===== config.mk =====
export PLATFORM = sky130hd
export DESIGN_NAME = audio_ctl_i2c_rx
export DESIGN_NICKNAME = d
export VERILOG_FILES = /design/src/rtl/actl_pkg.sv /design/src/rtl/actl_bus_ctrl.sv /design/src/rtl/actl_regfile.sv /design/src/rtl/audio_ctl_i2c_rx.sv
export SDC_FILE = /design/constraint.sdc
export NUM_CORES = 1
export LEC_CHECK = 0
export BUFFER_PORTS_ARGS = -buffer_cell sky130_fd_sc_hd__buf_4
export CAP_MARGIN = 10
export CORE_MARGIN = 5
export CORE_UTILIZATION = 32
export DETAILED_ROUTE_END_ITERATION = 12
export GPL_ROUTABILITY_DRIVEN = 0
export GPL_TIMING_DRIVEN = 0
export PLACE_DENSITY = 0.58
export RECOVER_POWER = 100
export SLEW_MARGIN = 25
export SYNTH_ARGS = -nofsm -noshare
export SYNTH_HDL_FRONTEND = slang
export SYNTH_HIERARCHICAL = 1
export SYNTH_SLANG_ARGS = --single-unit

===== constraint.sdc =====
create_clock -name clk -period 2.4 [get_ports clk]
set_input_delay 0.36 -clock clk [delete_from_list [all_inputs] [get_ports clk]]
set_output_delay 0.36 -clock clk [all_outputs]
set_load 0.03 [all_outputs]

===== src/rtl/actl_pkg.sv =====
package actl_pkg;
  localparam int NUM_REGS = 8;
  localparam int VOL_W    = 6;
  localparam int TONE_W   = 4;
  localparam int SW1_W    = 6;
  localparam int SW2_W    = 3;
  localparam int REG_W    = (VOL_W > SW1_W) ? VOL_W : SW1_W;
  localparam int IDX_W    = $clog2(NUM_REGS);

  // register slots
  localparam int IX_V1L = 0, IX_V1R = 1, IX_BAS = 2, IX_TRE = 3;
  localparam int IX_SW1 = 4, IX_V2L = 5, IX_V2R = 6, IX_SW2 = 7;

  typedef struct packed {
    logic shiftEn;
    logic subLoad;
    logic dataWr;
  } ctlStrobe_t;

  // {valid, index}
  function automatic logic [IDX_W:0] subToIdx(input logic [7:0] sub);
    case (sub)
      8'h00:   subToIdx = {1'b1, 3'(IX_V1L)};
      8'h01:   subToIdx = {1'b1, 3'(IX_V1R)};
      8'h02:   subToIdx = {1'b1, 3'(IX_BAS)};
      8'h03:   subToIdx = {1'b1, 3'(IX_TRE)};
      8'h08:   subToIdx = {1'b1, 3'(IX_SW1)};
      8'h04:   subToIdx = {1'b1, 3'(IX_V2L)};
      8'h05:   subToIdx = {1'b1, 3'(IX_V2R)};
      8'h0C:   subToIdx = {1'b1, 3'(IX_SW2)};
      default: subToIdx = '0;
    endcase
  endfunction

  function automatic logic [REG_W-1:0] regMask(input int idx);
    case (idx)
      IX_BAS, IX_TRE: regMask = REG_W'((1 << TONE_W) - 1);
      IX_SW2:         regMask = REG_W'(((1 << SW2_W) - 1) << 1);
      default:        regMask = REG_W'((1 << VOL_W) - 1);
    endcase
  endfunction

  function automatic logic [REG_W-1:0] regReset(input int idx);
    regReset = (idx == IX_SW1) ? REG_W'(1 << (SW1_W - 1)) : '0;
  endfunction
endpackage


===== src/rtl/actl_bus_ctrl.sv =====
module actl_bus_ctrl
  import actl_pkg::*;
#(
  parameter logic [5:0] ADDR_HI     = 6'b100010,
  parameter int         SYNC_STAGES = 2
) (
  input  logic       clk,
  input  logic       rstN,
  input  logic       sclIn,
  input  logic       sdaIn,
  input  logic       addrStrap,
  input  logic [7:0] shiftByte,
  output logic       sdaBit,
  output ctlStrobe_t strobe,
  output logic       sdaPullLow
);
  typedef enum logic [1:0] {ST_IDLE, ST_BITS, ST_ACK} busState_t;

  logic [SYNC_STAGES-1:0] sclSync, sdaSync;
  logic sclS, sdaS, sclP, sdaP;
  logic sclRise, sclFall, startDet, stopDet, addrOk;
  busState_t  state;
  logic [3:0] bitCnt;
  logic [1:0] byteIdx;

  generate
    for (genvar i = 0; i < SYNC_STAGES; i++) begin : g_sync
      if (i == 0) begin : g_first
        always_ff @(posedge clk or negedge rstN)
          if (!rstN) begin sclSync[0] <= 1'b1; sdaSync[0] <= 1'b1; end
          else       begin sclSync[0] <= sclIn; sdaSync[0] <= sdaIn; end
      end else begin : g_next
        always_ff @(posedge clk or negedge rstN)
          if (!rstN) begin sclSync[i] <= 1'b1; sdaSync[i] <= 1'b1; end
          else       begin sclSync[i] <= sclSync[i-1]; sdaSync[i] <= sdaSync[i-1]; end
      end
    end
  endgenerate

  assign sclS = sclSync[SYNC_STAGES-1];
  assign sdaS = sdaSync[SYNC_STAGES-1];
  assign sdaBit = sdaS;

  always_ff @(posedge clk or negedge rstN)
    if (!rstN) begin sclP <= 1'b1; sdaP <= 1'b1; end
    else       begin sclP <= sclS; sdaP <= sdaS; end

  assign sclRise  = sclS & ~sclP;
  assign sclFall  = ~sclS & sclP;
  assign startDet = sclS & sclP & sdaP & ~sdaS;
  assign stopDet  = sclS & sclP & ~sdaP & sdaS;
  assign addrOk   = (shiftByte[7:1] == {ADDR_HI, addrStrap}) && !shiftByte[0];

  always_comb begin
    strobe = '0;
    if (state == ST_BITS && !startDet && !stopDet) begin
      strobe.shiftEn = sclRise && (bitCnt < 4'd8);
      if (sclFall && bitCnt == 4'd8) begin
        strobe.subLoad = (byteIdx == 2'd1);
        strobe.dataWr  = (byteIdx == 2'd2);
      end
    end
  end

  always_ff @(posedge clk or negedge rstN) begin
    if (!rstN) begin
      state <= ST_IDLE; bitCnt <= '0; byteIdx <= '0; sdaPullLow <= 1'b0;
    end else if (startDet) begin
      state <= ST_BITS; bitCnt <= '0; byteIdx <= '0; sdaPullLow <= 1'b0;
    end else if (stopDet) begin
      state <= ST_IDLE; sdaPullLow <= 1'b0;
    end else begin
      case (state)
        ST_BITS: begin
          if (sclRise && bitCnt < 4'd8) bitCnt <= bitCnt + 4'd1;
          if (sclFall && bitCnt == 4'd8) begin
            if (byteIdx == 2'd0 && !addrOk) state <= ST_IDLE;
            else begin state <= ST_ACK; sdaPullLow <= 1'b1; end
          end
        end
        ST_ACK: begin
          if (sclRise) bitCnt <= 4'd9;
          if (sclFall && bitCnt == 4'd9) begin
            state <= ST_BITS; bitCnt <= '0; sdaPullLow <= 1'b0;
            if (byteIdx != 2'd3) byteIdx <= byteIdx + 2'd1;
          end
        end
        default: ;
      endcase
    end
  end

  AST_ACK_ON_LOW_SCL: assert property (@(posedge clk) disable iff (!rstN)
    $rose(sdaPullLow) |-> !sclS);
  AST_START_RELEASES: assert property (@(posedge clk) disable iff (!rstN)
    startDet |=> (!sdaPullLow && state == ST_BITS && byteIdx == 2'd0));
  AST_IDLE_SILENT: assert property (@(posedge clk) disable iff (!rstN)
    (state == ST_IDLE) |-> !sdaPullLow);
  AST_BITCNT_BOUND: assert property (@(posedge clk) disable iff (!rstN)
    bitCnt <= 4'd9);
endmodule


===== src/rtl/actl_regfile.sv =====
module actl_regfile
  import actl_pkg::*;
(
  input  logic              clk,
  input  logic              rstN,
  input  ctlStrobe_t        strobe,
  input  logic              sdaBit,
  output logic [7:0]        shiftByte,
  output logic [VOL_W-1:0]  ch1VolL,
  output logic [VOL_W-1:0]  ch1VolR,
  output logic [TONE_W-1:0] bassLvl,
  output logic [TONE_W-1:0] trebleLvl,
  output logic [SW1_W-1:0]  ch1Sw,
  output logic [VOL_W-1:0]  ch2VolL,
  output logic [VOL_W-1:0]  ch2VolR,
  output logic [SW2_W-1:0]  ch2Sw
);
  logic [7:0]       subReg;
  logic [IDX_W:0]   selIdx;
  logic [REG_W-1:0] regs [NUM_REGS];
  logic [NUM_REGS*REG_W-1:0] regFlat;

  always_ff @(posedge clk or negedge rstN)
    if (!rstN) begin
      shiftByte <= '0; subReg <= '0;
    end else begin
      if (strobe.shiftEn) shiftByte <= {shiftByte[6:0], sdaBit};
      if (strobe.subLoad) subReg <= shiftByte;
    end

  assign selIdx = subToIdx(subReg);

  generate
    for (genvar r = 0; r < NUM_REGS; r++) begin : g_reg
      always_ff @(posedge clk or negedge rstN)
        if (!rstN) regs[r] <= regReset(r);
        else if (strobe.dataWr && selIdx[IDX_W] && selIdx[IDX_W-1:0] == IDX_W'(r))
          regs[r] <= shiftByte[REG_W-1:0] & regMask(r);
      assign regFlat[r*REG_W +: REG_W] = regs[r];
    end
  endgenerate

  assign ch1VolL   = regs[IX_V1L][VOL_W-1:0];
  assign ch1VolR   = regs[IX_V1R][VOL_W-1:0];
  assign bassLvl   = regs[IX_BAS][TONE_W-1:0];
  assign trebleLvl = regs[IX_TRE][TONE_W-1:0];
  assign ch1Sw     = regs[IX_SW1][SW1_W-1:0];
  assign ch2VolL   = regs[IX_V2L][VOL_W-1:0];
  assign ch2VolR   = regs[IX_V2R][VOL_W-1:0];
  assign ch2Sw     = regs[IX_SW2][SW2_W:1];

  AST_REGS_HOLD: assert property (@(posedge clk) disable iff (!rstN)
    !strobe.dataWr |=> $stable(regFlat));
endmodule


===== src/rtl/audio_ctl_i2c_rx.sv =====
module audio_ctl_i2c_rx
  import actl_pkg::*;
#(
  parameter logic [5:0] ADDR_HI     = 6'b100010,
  parameter int         SYNC_STAGES = 2
) (
  input  logic              clk,
  input  logic              rstN,
  input  logic              sclIn,
  input  logic              sdaIn,
  input  logic              addrStrap,
  output logic              sdaPullLow,
  output logic [VOL_W-1:0]  ch1VolL,
  output logic [VOL_W-1:0]  ch1VolR,
  output logic [TONE_W-1:0] bassLvl,
  output logic [TONE_W-1:0] trebleLvl,
  output logic [SW1_W-1:0]  ch1Sw,
  output logic [VOL_W-1:0]  ch2VolL,
  output logic [VOL_W-1:0]  ch2VolR,
  output logic [SW2_W-1:0]  ch2Sw
);
  ctlStrobe_t strobe;
  logic [7:0] shiftByte;
  logic sdaBit;

  actl_bus_ctrl #(.ADDR_HI(ADDR_HI), .SYNC_STAGES(SYNC_STAGES)) u_ctrl (
    .clk(clk), .rstN(rstN), .sclIn(sclIn), .sdaIn(sdaIn), .addrStrap(addrStrap),
    .shiftByte(shiftByte), .sdaBit(sdaBit), .strobe(strobe), .sdaPullLow(sdaPullLow)
  );

  actl_regfile u_regs (
    .clk(clk), .rstN(rstN), .strobe(strobe), .sdaBit(sdaBit), .shiftByte(shiftByte),
    .ch1VolL(ch1VolL), .ch1VolR(ch1VolR), .bassLvl(bassLvl), .trebleLvl(trebleLvl),
    .ch1Sw(ch1Sw), .ch2VolL(ch2VolL), .ch2VolR(ch2VolR), .ch2Sw(ch2Sw)
  );
endmodule


Yosys cells after proc, flatten, opt, wreduce, memory -nomap -nowiden
Memories as Yosys holds them, arrays and structs flattened.
Cells that the tools add are included.
- register bits: 72
- memory bits (read-only): 64
- input port bits: 5
- output and inout bits: 42
- logic and storage cells: 114
- memories: 1
- add/subtract/negate cells: 2
- magnitude comparators: 1
- equal/unequal tests: 21
- multiplexer cells: 26
- bitwise operators: 11
- reduce and logical (&&, ||, !) cells: 32
- memories (memory ; words ; bits a word ; rd ports ; clocked after memory_dff ; write ports ; line ; source):
    (name not given) ; 16 ; 4 ; 1 ; 0 ; 0 ; actl_pkg.sv:22 ; case (sub)
- operator list (kind ; count):
    $mux 4 ; 6
    $mux 2 ; 11
    $logic_and 1x1->1 ; 16
    $eq 3x3->1 const B ; 4
    $reduce_and 4->1 ; 3
    $eq 4x4->1 const B ; 2
    $ne 4x1->1 const B ; 2
    $ne 4x2->1 const B ; 2
    $pmux 4 s2 ; 1
    $and 1x1->1 ; 7
    $eq 7x7->1 ; 1
    $eq 3x2->1 const B ; 2
    $reduce_bool 2->1 ; 3
    $mux 1 ; 5
    $add 4x1->4 const B ; 1
    $eq 2x1->1 const B ; 2
    $eq 2x2->1 const B ; 2
    $logic_not 1->1 ; 4
    $logic_not 4->1 ; 1
    $lt 4x4->1 const B ; 1
    $not 1->1 ; 4
    $pmux 2 s2 ; 1
    $reduce_bool 4->1 ; 1
    $eq 3x1->1 const B ; 1
    other kinds (10) ; 10

Longest topological paths before layout
Gate-level depths: netlist of run 1.
- depth in word-level cells: 9
- mapped depth: 8
- mapped depth without buffers: 6

Modules after synthesis
Netlist of run 1, hierarchy kept.
- modules (own cells, without submodules) (module ; times used ; cells each ; area each (sq um) ; seq. area each (sq um)):
    actl_regfile ; 1 ; 137 ; 2202.1 ; 1427.6
    actl_bus_ctrl ; 1 ; 100 ; 1023.5 ; 382.9

Least setup slack after synthesis of run 1
OpenSTA, ideal clock, no wires.
- path kind: register to register
- start point: reg u_ctrl.sclP
- end point: reg u_regs.regs, in the netlist u_regs/ch2VolL[0]
- library setup time: 125 ps
- arrival: 2058 ps
- data required time: 2275 ps
- slack: 218 ps
- cell stages (with the launch flop): 9
- buffers on the path: 3
- period minus slack after synthesis: 2182 ps
- path through: dfstp_2 > buf_6 > nor4bb_4 > buf_6 > and4_1 > nor2b_1 > buf_2 > nand4_1 > mux2_2
- RTL lines (element ; line ; source):
    start, declared ; actl_bus_ctrl.sv:20 ; logic sclS, sdaS, sclP, sdaP;
    start signal, assigned ; actl_bus_ctrl.sv:46 ; else begin sclP <= sclS; sdaP <= sdaS; end
    end signal, assigned by index ; actl_regfile.sv:36 ; if (!rstN) regs[r] <= regReset(r);
    end signal, assigned by index ; actl_regfile.sv:38 ; regs[r] <= shiftByte[REG_W-1:0] & regMask(r);
    end, declared ; actl_regfile.sv:20 ; logic [REG_W-1:0] regs [NUM_REGS];

==> results.md, run 1 <==
- Pre-Repair DR Iteration Count: 4
- Mapped Nets: approximately 250
- Routed via count: ~2100
- Total wire length: between 6 and 7 mm
- Switching Fraction: 0.323
- Leak: 1.84 nW
- Final Hold Viols: 0
- Mapped cell area: 3230 sq um
- Area growth, synth to finish: 19.7%
- Logic pwr share: 0.221
- Reg2reg setup slack: 0.12 ns
- CP startpoint kind: register
- Post-synth top flop: dfrtp_1
- Routed Antenna Nets: 0
- Hold Path Class: input pin to register
- Slew Limit Fails: 73
- Part of the cycle the worst path needs: 0.951
- Reg power frac: 0.468
- Port Buffer Count: 46
- Ant diodes: 0
- Final core occ: 0.393
- TritonCTS clock tree: built
- Global-route wire length before repair: roughly 12 mm
- Final min period: 2.28 ns
- Placed cell count: 416
- Footprint of the multi-input gates: ~1300 sq um
- Clk_skew: roughly 0.013 ns
- Mean Syn Cell Area: about 14 sq um
- Max clock buf depth: 2
- RSZ-0062 raised after global routing: false
- Total gr overflow: 0
- Die Y: about 110 um
- Max-cap violations: 1
- Top-area cell type share of the netlist area: 0.504
- Clk Latency, worst-skew pair: around 0.35 ns
- Maximum VDD drop: approximately 0.4 mV
- Top cells by area, synth: dfrtp_1 (50%), mux2_2 (20%), dfstp_2 (5.7%)
- Drt wl/cell: approximately 15 um
- Fillcell total: ~1000
- Async set or reset register ratio after synthesis: 1.00
- Clock power share: 0.311
- Required @ worst endpoint: ~2.6 ns
- Critical Path AT: 2.52 ns
- Cts hold-fix bufs: 0
- Failing checks: max-capacitance violations, max-slew violations
- Largest area contributor in the netlist: dfrtp_1
- Critical path type: register to register
- Initial antenna violation count: 0
- Core area: 9820 sq um
- Die ar.: roughly 12000 sq um
- Register area: between 1500 and 2000 sq um
- Die Wd: around 110 um
- Power density cells: about 760 nW/um^2
- Via/cell ratio: ~4.8
- Initial DRC count: 70
- Min-Delay Path Depth: 1
- Total Power: ~3 mW
- Root buffer cell: clkbuf_8
- Seq/Total Area, Yosys: 0.561
- NetSw: about 0.95 mW
- Seq cells post-synth: 72
- Reg2Reg Depth: 9
- FMAX: approximately 440 MHz
- Setup Viol. Count Final: 0
- P_int: around 2.0 mW
- Rel. slew slack: -0.178
- Max FO, Critical Path: 10
- Slew @ Worst Pin: about 1.8 ns
- Total CTS buffers: 9
- Starting Density: 0.328
- Total track usage: 0.119
- Post-synth cell types: between 40 and 50
- Nets: 319
- Final Non-Filler Cells: 443
- Share of layout cells above drive strength 1: 0.329
- Ys Warns: 6
- DRC: 0
- IO Count: 47
- Number of synthesized flops with an enable pin: 0
- H-tree depth: 3
- Mapped Cells: 237
- HPWL Detailed: 4.56 mm
- Largest net degree at the start of global routing: 73
- Rows: 36
- Clk sinks: a little over 70
- Clock transition at path regs: about 0.080 ns
- Vias in the first global route: 2155
- Status: finished with violations
- Crit end category: register
==> registers in the layout, summed over array words and instances, names as in the netlist, 3 cells and up <==
register,flops
u_regs/shiftByte,8
u_regs/subReg,8
u_regs/ch2VolL,6
u_regs/ch2VolR,6
u_regs/ch1VolL,6
u_regs/ch1VolR,6
u_ctrl/bitCnt,4
u_regs/ch1Sw,6
u_regs/bassLvl,4
u_regs/trebleLvl,4
u_regs/ch2Sw,3
==> critical path, cell delays in order (launching register included) <==
cell	delay, ns
dfstp_2	0.53
buf_6	0.12
nor4bb_4	0.29
buf_6	0.15
and4_1	0.18
nor2b_1	0.15
buf_4	0.17
nand4_1	0.11
buf_4	0.19
mux2_2	0.27
==> power groups by stage <==
stage | clock (mW) | combinational (mW) | sequential, mW
floorplan | 0 | 0.461 | 1.39
global placement | 0 | 0.634 | 1.40
detailed placement | 0 | 0.644 | 1.40
CTS | 0.946 | 0.646 | 1.38
global route | 1.00 | 0.733 | 1.39
finish | 0.912 | 0.650 | 1.37
==> metrics by stage <==
step                      TNS, ns  hold WS (ns)  worst slack (ns)  cell area, sq um
final                           0         0.123             0.119              3860
after global routing            0        0.0991           0.00468              3860
after CTS                       0         0.100            0.0109              3970
after detailed placement    -2.97         0.348            -0.148              3740
after global placement      -2.52         0.346            -0.111              3740
after floorplan                 0        0.0644             0.218              3230
==> cell usage in the layout (no fill, tap or decap), drive strengths merged, types with 7 or more instances in the layout <==
cell type,count
dfrtp,65
nor2,7
clkbuf,65
dfstp,7
buf,15
inv,11
nand4,11
nand3,7
mux2,57
ha,9
==> kinds of logic after synthesis <==
family | after synthesis | share of synthesized area
flip-flops | 72 | 0.561
multiplexers | 59 | 0.205
AND/OR/NAND/NOR | 51 | 0.107
buffers and inverters | 22 | 0.0310
AO/OA/AOI/OAI | 21 | 0.0524
adder cells (fa/ha/maj) | 9 | 0.0349
XOR/XNOR | 3 | 0.00815
==> synthesized netlist by cell type (2+ instances only) <==
cell	instances
xnor2_1	2
dfrtp_1	65
buf_2	2
or3_1	2
clkbuf_1	8
and3b_1	2
nand4_1	11
inv_1	10
nand3_1	6
nand2_1	2
dfstp_2	7
nand4b_1	2
buf_6	2
nor2_1	7
mux2i_1	2
o21ai_0	2
a211o_1	2
ha_1	9
o2bb2ai_1	3
nor2b_1	6
nand3b_1	2
a21oi_1	3
mux2_2	57
and4_1	2
==> per-layer routing <==
metal  vias up  share of wire  GRT usage
li1        992              -          -
met3        12          0.035     0.0290
met4         0          0.021     0.0640
met1      1090           0.48      0.159
met2        34           0.47      0.179
met5         -              0          0
==> worst paths after layout <==
path                                   from                  end
worst min register to register  u_ctrl/sclS          u_ctrl/sclP
min in group asynchronous              rstN  u_regs/shiftByte[6]
worst min-delay path                  sdaIn    u_ctrl/sdaSync[0]
worst max-delay path            u_ctrl/sclP      u_regs/ch1Sw[2]
worst max register to register  u_ctrl/sclP      u_regs/ch1Sw[2]
max in group asynchronous              rstN     u_regs/subReg[1]
==> timing repair <==
action,in CTS,in global routing
setup buffers,6,5
gates cloned,0,0
gates resized for setup,0,3
endpoints found under the setup margin,30,38
endpoints found under the hold margin,0,0
==> cell type report <==
cell class	count	area share
plain buffers	12	0.0169
clock buffers	11	0.0392
clock inverters	5	0.0100
inverters	10	0.00972
multi-input cells	143	0.343
flip-flops and latches	72	0.469
well taps	133	0.0431
repair buffers	57	0.0694
(Power assumes the default switching activity.)
==> inputs of run 2 (changes only) <==
--- a/config.mk
+++ b/config.mk
@@ -9,3 +9,2 @@
 export CAP_MARGIN = 10
-export CORE_MARGIN = 5
 export CORE_UTILIZATION = 32
==> constraint.sdc (replaced) <==
create_clock -name clk -period 2.4 [get_ports clk]
set_input_delay 0.24 -clock clk [delete_from_list [all_inputs] [get_ports clk]]
set_output_delay 0.24 -clock clk [all_outputs]
set_load 0.03 [all_outputs]
==> results.md, run 2 (synthesis gave the netlist of run 1 again) <==
- Final WS setup: 0.138 ns (+0.0191 ns)
- H-tree depth: 3 (unchanged)
- Failing checks: max-capacitance violations, max-slew violations
- Initial antenna violation count: 0 (unchanged)
- Global-route wire length before repair: 11.0 mm (-5.5%)
- Die Y: 102 um (-7.2%)
- Logic pwr share: 0.222 (about the same)
- Largest net degree at the start of global routing: 73 (unchanged)
- Max-cap violations: 1 (unchanged)
- Switching Fraction: 0.334 (+0.0110)
- Initial DRC count: 162 (+130%)
- Dpl cell area: 3740 sq um (unchanged)
- Maximum VDD drop: 0.325 mV (-21%)
- Total track usage: 0.142 (+0.0225)
- DRC: 0 (unchanged)
- Part of the cycle the worst path needs: 0.943 (-0.00797)
- Pre-CTS WS: -0.136 ns (+0.0115 ns)
- Setup Viol. Count Final: 0 (unchanged)
- Clock power share: 0.308 (-0.003)
- Core area: 9770 sq um (-0.46%)
- Max clock buf depth: 2 (unchanged)
- RSZ-0062 raised after global routing: false
- Port Buffer Count: 46 (unchanged)
- Rel. slew slack: -0.179 (-0.00107)
- Biggest regs: u_regs/shiftByte (8), u_regs/subReg (8)
- Most common cell after layout, fill and taps aside: dfrtp_1
- Via/cell ratio: 4.83 (+0.47%)
- Max FO, Critical Path: 10 (unchanged)
- Crit end category: register
- Total CTS buffers: 9 (unchanged)
- Pre-Repair DR Iteration Count: 4 (unchanged)
- Die Wd: 102 um (-7.2%)
- Share of layout cells above drive strength 1: 0.319 (-0.00968)
- Critical Path AT: 2.50 ns (-0.02 ns)
- Required @ worst endpoint: 2.64 ns (about the same)
- HPWL Detailed: 4.31 mm (-5.6%)
- Routed via count: 2138 (+0.47%)
- Most frequent cells in the layout: dfrtp_1 (65), mux2_2 (56), clkbuf_1 (50)
- TritonCTS clock tree: built
- R2r endpoint: u_regs/bassLvl[0]
- NetSw: 0.976 mW (+2.9%)
- Area growth, synth to finish: 18.9%
- Hold Path Class: input pin to asynchronous set/reset pin
- Slew @ Worst Pin: 1.77 ns (+0.00161 ns)
- Root buffer cell: clkbuf_8
- Routed Antenna Nets: 0 (unchanged)
- Die ar.: 10500 sq um (-14%)
- Total wire length: 6.66 mm (-2.7%)
- Clk_skew: 0.0107 ns (-0.00236 ns)
- Total gr overflow: 0 (unchanged)
- Starting Density: 0.330 (+0.00151)
- Leak: 1.83 nW (-0.86%)
- Final Hold Viols: 0 (unchanged)
- Slew Limit Fails: 73 (unchanged)
- Clk sinks: 72 (unchanged)
- Reg power frac: 0.470 (+0.002)
- Design Area, Final: 3840 sq um (-0.62%)
- Clk Latency, worst-skew pair: 0.35 ns (about the same)
- Reg2Reg Depth: 8 (-1)
- Final min period: 2.26 ns (-0.0191 ns)
- Clock transition at path regs: 0.08 ns (about the same)
- Critical path type: register to register
- FMAX: 442 MHz (+0.85%)
- CP startpoint kind: register
- Drt wl/cell: 15.0 um (-2.7%)
- Rows: 36 (unchanged)
- P_int: 1.94 mW (-2.1%)
- Status: finished with violations
- Power density cells: 761 nW/um^2 (about the same)
- Total negative slack: 0 ns (unchanged)
- Reg-to-Reg Start: u_ctrl/sclP
- Nets: 319 (unchanged)
- Ant diodes: 0 (unchanged)
- IO Count: 47 (unchanged)
- Vias in the first global route: 2103 (-2.4%)
- Reg2reg setup slack: 0.14 ns (+0.02 ns)
==> run 2: power by group through the flow <==
stage / clock (mW) / sequential, mW / combinational, mW
after floorplan: 0 / 1.39 / 0.461
after global placement: 0 / 1.40 / 0.633
after detailed placement: 0 / 1.40 / 0.637
after CTS: 0.936 / 1.37 / 0.647
after global routing: 0.981 / 1.39 / 0.732
final: 0.898 / 1.37 / 0.649
==> run 2: metrics by stage <==
step | hold WS, ns | cells | utilization | total power [mW]
after global routing | 0.366 | 443 | 0.392 | 3.10
after detailed placement | 0.347 | 416 | 0.382 | 2.03
final | 0.336 | 443 | 0.392 | 2.92
after global placement | 0.346 | 416 | 0.382 | 2.03
after floorplan | -0.0556 | 237 | - | 1.85
after CTS | 0.0422 | 440 | 0.408 | 2.96
==> run 2: how the worst max path moves through the flow <==
stage / from / endpoint / slack, ns / cells after the start
2_1_floorplan: u_ctrl/sclP / u_regs/ch2VolL[0] / 0.22 / 8
3_3_place_gp: u_ctrl/sclP / u_regs/ch1VolL[0] / -0.13 / 8
3_5_place_dp: u_ctrl/sclP / u_regs/ch2VolL[3] / -0.14 / 8
4_1_cts: u_ctrl/sclP / u_regs/bassLvl[1] / 0.06 / 8
5_1_grt: u_ctrl/sclP / u_regs/ch2VolL[4] / 0.03 / 9
6_report: u_ctrl/sclP / u_regs/bassLvl[0] / 0.14 / 8
==> run 2: worst max-delay path, cell delays in order (launching register included) <==
cell	delay, ns
dfstp_2	0.53
buf_6	0.12
nor4bb_4	0.20
buf_6	0.15
and4_1	0.21
nor2b_1	0.14
buf_4	0.16
nand4_1	0.26
mux2_4	0.38
==> run 2: repair_timing <==
item                                    4_1_cts  5_1_grt
endpoints found under the hold margin         2        0
hold buffers                                  2        0
setup buffers                                 6        3
endpoints found under the setup margin       31       41
pin swaps                                     0        1
resized for setup                             0        3
==> run 2: per-layer routing <==
metal	up-vias	global-route usage	wire length, um
met2	46	0.209	3090
met5	-	0	0
met3	11	0.0376	256
li1	997	-	-
met1	1084	0.191	3180
met4	0	0.0747	138
==> run 2: area by class of cell <==
cell class / instances / area (sq um)
buffer: 12 / 65.1
clock buffer: 9 / 124
clock inverter: 7 / 61.3
fill: 973 / 5940
inverter: 10 / 37.5
multi-input combinational: 143 / 1310
sequential: 72 / 1810
tap: 133 / 166
timing repair buffer: 57 / 258
